<file path="src/rtl/mux_bus_ctrl.sv">
module mux_bus_ctrl #(
  parameter int DW = 8
) (
  input  logic            clk,
  input  logic            rst_n,
  input  logic            req,
  input  logic [2*DW-1:0] addr,
  input  logic [DW-1:0]   wdata,
  input  logic            wr,
  input  logic            io,
  input  logic            ready,
  input  logic            hold,
  input  logic [DW-1:0]   ad_in,
  output logic [DW-1:0]   a_hi,
  output logic            a_oe,
  output logic [DW-1:0]   ad_out,
  output logic            ad_oe,
  output logic            ale,
  output logic            rd_stb,
  output logic            wr_stb,
  output logic            io_m,
  output logic            hlda,
  output logic [DW-1:0]   rdata,
  output logic            done
);
  localparam int AW = 2 * DW;

  typedef enum logic [2:0] {S_IDLE, S_T1, S_T2, S_TW, S_T3, S_HOLD} st_t;
  st_t st;

  logic [DW-1:0] hi_q, lo_q, wd_q;
  logic          wr_q, io_q;

  always_ff @(posedge clk or negedge rst_n) begin
    if (!rst_n) begin
      st    <= S_IDLE;
      hi_q  <= '0;
      lo_q  <= '0;
      wd_q  <= '0;
      wr_q  <= 1'b0;
      io_q  <= 1'b0;
      rdata <= '0;
      done  <= 1'b0;
    end else begin
      done <= 1'b0;
      case (st)
        S_IDLE:
          if (hold) st <= S_HOLD;
          else if (req) begin
            lo_q <= addr[DW-1:0];
            hi_q <= io ? addr[DW-1:0] : addr[AW-1:DW];
            wd_q <= wdata;
            wr_q <= wr;
            io_q <= io;
            st   <= S_T1;
          end
        S_T1: st <= S_T2;
        S_T2, S_TW: st <= ready ? S_T3 : S_TW;
        S_T3: begin
          st   <= S_IDLE;
          done <= 1'b1;
          if (!wr_q) rdata <= ad_in;
        end
        S_HOLD: if (!hold) st <= S_IDLE;
        default: st <= S_IDLE;
      endcase
    end
  end

  logic strobe, in_cyc;
  assign strobe = (st == S_T2) || (st == S_TW) || (st == S_T3);
  assign in_cyc = strobe || (st == S_T1);

  assign ale    = (st == S_T1);
  assign rd_stb = strobe && !wr_q;
  assign wr_stb = strobe && wr_q;
  assign a_hi   = hi_q;
  assign a_oe   = (st != S_HOLD);
  assign ad_out = (st == S_T1) ? lo_q : wd_q;
  assign ad_oe  = (st == S_T1) || (strobe && wr_q);
  assign io_m   = in_cyc && io_q;
  assign hlda   = (st == S_HOLD);


  strobe_excl_chk: assert property (@(posedge clk) disable iff (!rst_n)
    !(rd_stb && wr_stb) && !(ale && (rd_stb || wr_stb)));


  ale_then_stb_chk: assert property (@(posedge clk) disable iff (!rst_n)
    ale |=> (rd_stb || wr_stb) && !ale);


  done_single_chk: assert property (@(posedge clk) disable iff (!rst_n)
    done |=> !done);


  wait_extends_chk: assert property (@(posedge clk) disable iff (!rst_n)
    ((rd_stb || wr_stb) && st != S_T3 && !ready) |=> (rd_stb || wr_stb));


  hold_float_chk: assert property (@(posedge clk) disable iff (!rst_n)
    hlda |-> !a_oe && !ad_oe && !rd_stb && !wr_stb && !ale);


  no_hlda_in_cycle_chk: assert property (@(posedge clk) disable iff (!rst_n)
    in_cyc |-> !hlda);
endmodule

</file>
<file path="config.mk">
export PLATFORM = sky130hd
export DESIGN_NAME = mux_bus_ctrl
export DESIGN_NICKNAME = d
export VERILOG_FILES = /design/src/rtl/mux_bus_ctrl.sv
export SDC_FILE = /design/constraint.sdc
export NUM_CORES = 1
export LEC_CHECK = 0
export BUFFER_PORTS_ARGS = -buffer_cell sky130_fd_sc_hd__buf_2
export CORE_ASPECT_RATIO = 1.5
export CORE_MARGIN = 2
export CORE_UTILIZATION = 40
export DETAILED_ROUTE_END_ITERATION = 12
export PLACE_DENSITY_LB_ADDON = 0.05
export SLEW_MARGIN = 30
export SYNTH_ARGS = -nofsm -noshare
export SYNTH_HDL_FRONTEND = slang
export SYNTH_SLANG_ARGS = --single-unit
export TNS_END_PERCENT = 50
</file>
<file path="constraint.sdc">
create_clock -name clk -period 2.3 [get_ports clk]
set_input_delay 0 -clock clk [delete_from_list [all_inputs] [get_ports clk]]
set_output_delay 0 -clock clk [all_outputs]
set_load 0.02 [all_outputs]
</file>
==> qor.yml <==
hpwl_um: 2590
fin_util_pct: 60.1
start_util_pct: 42.0
ant_nets: 0
power_density_nw_per_um2: 1380
failed_checks: "DRC"
drv_cap: 0
end_kind: "output port"
post-cts-setup-buffers: 0
insertedDiodeCount: 0
synthAdderAreaFrac_pct: 0
synthMuxAreaShare_pct: 36.0
max-clock-path-buffers: 2
post_dp_cell_area_um2: 2160
viasPerCell: 4.87
fin_ws_ps: 363
worstPathRequired_ps: 2300
hp-start: "ready"
gp_congestion: 0.793
synth_nets: 156
critPathArrivalTime_ps: 1940
drt_pass1_iterations: 8
row_count: 29
grt_pass1_vias: 1320
layout_common_cells: "buf_2, dfrtp_1, mux2_2, dlygate4sd3_1, mux2_4"
r2r-start: "st[2]"
postLayoutCellArea_um2: 2570
final-hold-violation-count: 0
clk_pin_slew_ps: 80
hold_end: "st[1]"
synth_area_um2: 1800
ys_seq_area_share_pct: 52.9
grt_remaining_overflow: 0
clk_latency_ps: 290
remaining_drc_errors: 5
vias: 1281
cts_htree_levels: 2
reg2reg_slack_ps: 580
wl_per_cell_um: 14.1
synthCells: 117
grt_max_degree: 39
timing.rr.end: "a_hi[3]"
syn2layout_area_growth_pct: 43.0
drive_gt1_share_pct: 61.3
final_common_cell: "buf_2"
cts_inserted_buffers: 5
synth_compound_area_share_pct: 2.50
die_x_um: 58.8
startpoint_type: "flop"
io_pins: 71
hp-class: "in2reg"
critPathMaxFanout: 9
fmax_mhz: 516
peakVddDrop_uv: 587
cts_tree: "built"
clkSinkCount: 38
synth-xor-area-share_pct: 0
worstSetupPathType: "reg2out"
yosysWarnings: 0
drtIter0Drc: 22
grt_use_total_pct: 16.3
fin_setup_tns_ps: 0
routed_wl_um: 3710
ys_ff_latch: 38
slew_headroom_pct: 44.2
timing.final.crit_share_pct: 84.2
multi_input_area_um2: 798
rsz0062_at_grt: "no"
layout.nets: 255
portBuffers: 70
antenna_found_initial: 0
cts_resized: 0
synth_top_family_by_area: "multiplexers"
period_minus_slack_ps: 1940
die-area_um2: 5060
skew_ps: 9.82
dieHeight_um: 86.1
yosys.area_share.simple_pct: 5.84
total_power_uw: 3540
synth.distinct_cells: 24
syn_avg_cell_area_um2: 15.4
hold_depth: 3
finalSetupViolCount: 0
grt_pass1_wl_um: 6200
slew_violations: 0
dp_slack_ps: 573
core_area_um2: 4280
worst_pin_slew_ps: 838
outcome: "complete, but fails checks"
root_buffer: "clkbuf_8"
reg2reg_depth: 3
ctsHoldBuffers: 27
fill_cells: 360
p_leak_uw: 0.00129
seq_area_um2: 951
[metrics by stage]
step                instances  hold WS, ps
floorplan                 117         -296
global placement          228          146
detailed placement        228          156
CTS                       263         2.12
global route              263         26.2
finish                    263         9.59
[state kept, by name, summed over array words and instances (netlist names)]
signal / flops
wd_q: 8
st: 3
rdata: 8
lo_q: 8
a_hi: 8
io_q: 1
done: 1
wr_q: 1
[critical path: stages (launching register included)]
cell and delay, ps:
dfrtp_1 460, nand2b_4 180, nor2_2 420, mux2_2 410
buf_2 160
[how the worst max path moves through the flow]
stage	start	end	slack [ps]	depth (start not counted)
floorplan	st[1]	ad_out[0]	860	3
global placement	st[2]	a_hi[1]	630	3
finish	st[1]	ad_out[5]	360	4
CTS	st[1]	ad_out[5]	300	4
global route	st[1]	ad_out[5]	230	4
detailed placement	st[2]	lo_q[7]	570	3
[cells in the mapped netlist]
master | n | share of area (%)
and2_1 | 1 | 0.35
a21oi_1 | 1 | 0.28
a22oi_1 | 1 | 0.42
nand2b_4 | 1 | 0.76
mux2_4 | 20 | 17
o21ai_0 | 2 | 0.56
mux2i_1 | 1 | 0.56
nor2_2 | 1 | 0.35
buf_2 | 1 | 0.28
buf_1 | 1 | 0.21
or2b_1 | 1 | 0.42
o22ai_1 | 1 | 0.35
o21a_1 | 1 | 0.42
dfrtp_1 | 38 | 53
nand2_1 | 1 | 0.21
and3_4 | 1 | 0.63
nand3_4 | 1 | 0.97
buf_6 | 3 | 1.9
mux2_2 | 30 | 19
nor2_4 | 1 | 0.63
o31a_1 | 1 | 0.49
and3b_1 | 1 | 0.49
nor2_1 | 5 | 1.0
inv_1 | 2 | 0.42
[cell families (layout without fill, tap and decap cells)]
group | after synthesis | count (layout)
compound gates | 7 | 7
buf+inv | 7 | 107
flops | 38 | 38
mux | 51 | 51
simple gates | 14 | 14
[per-layer routing]
metal  track usage (%)  vias up  wire length [um]
li1                  -      616                 -
met1              19.4      612              1460
met2              28.1       48              1960
met3              3.92        5               223
met4              5.58        0                56
met5                 0        -                 0
[final cells by class]
| cell class | count | area share, % |
|---|---|---|
| sequential | 38 | 37.0 |
| multi-input combinational | 72 | 31.0 |
| timing repair buffer | 97 | 24.1 |
| clock buffer | 5 | 2.68 |
| clock inverter | 3 | 2.68 |
| tap | 46 | 2.24 |
| inverter | 2 | 0.292 |
[where the power goes]
part / switching [uW] / internal (uW) / total, uW
logic: 812 / 836 / 1650
registers: 214 / 1000 / 1220
clock network: 240 / 434 / 675
total: 1270 / 2270 / 3540
No activity file was read; power rests on OpenSTA's default activity.
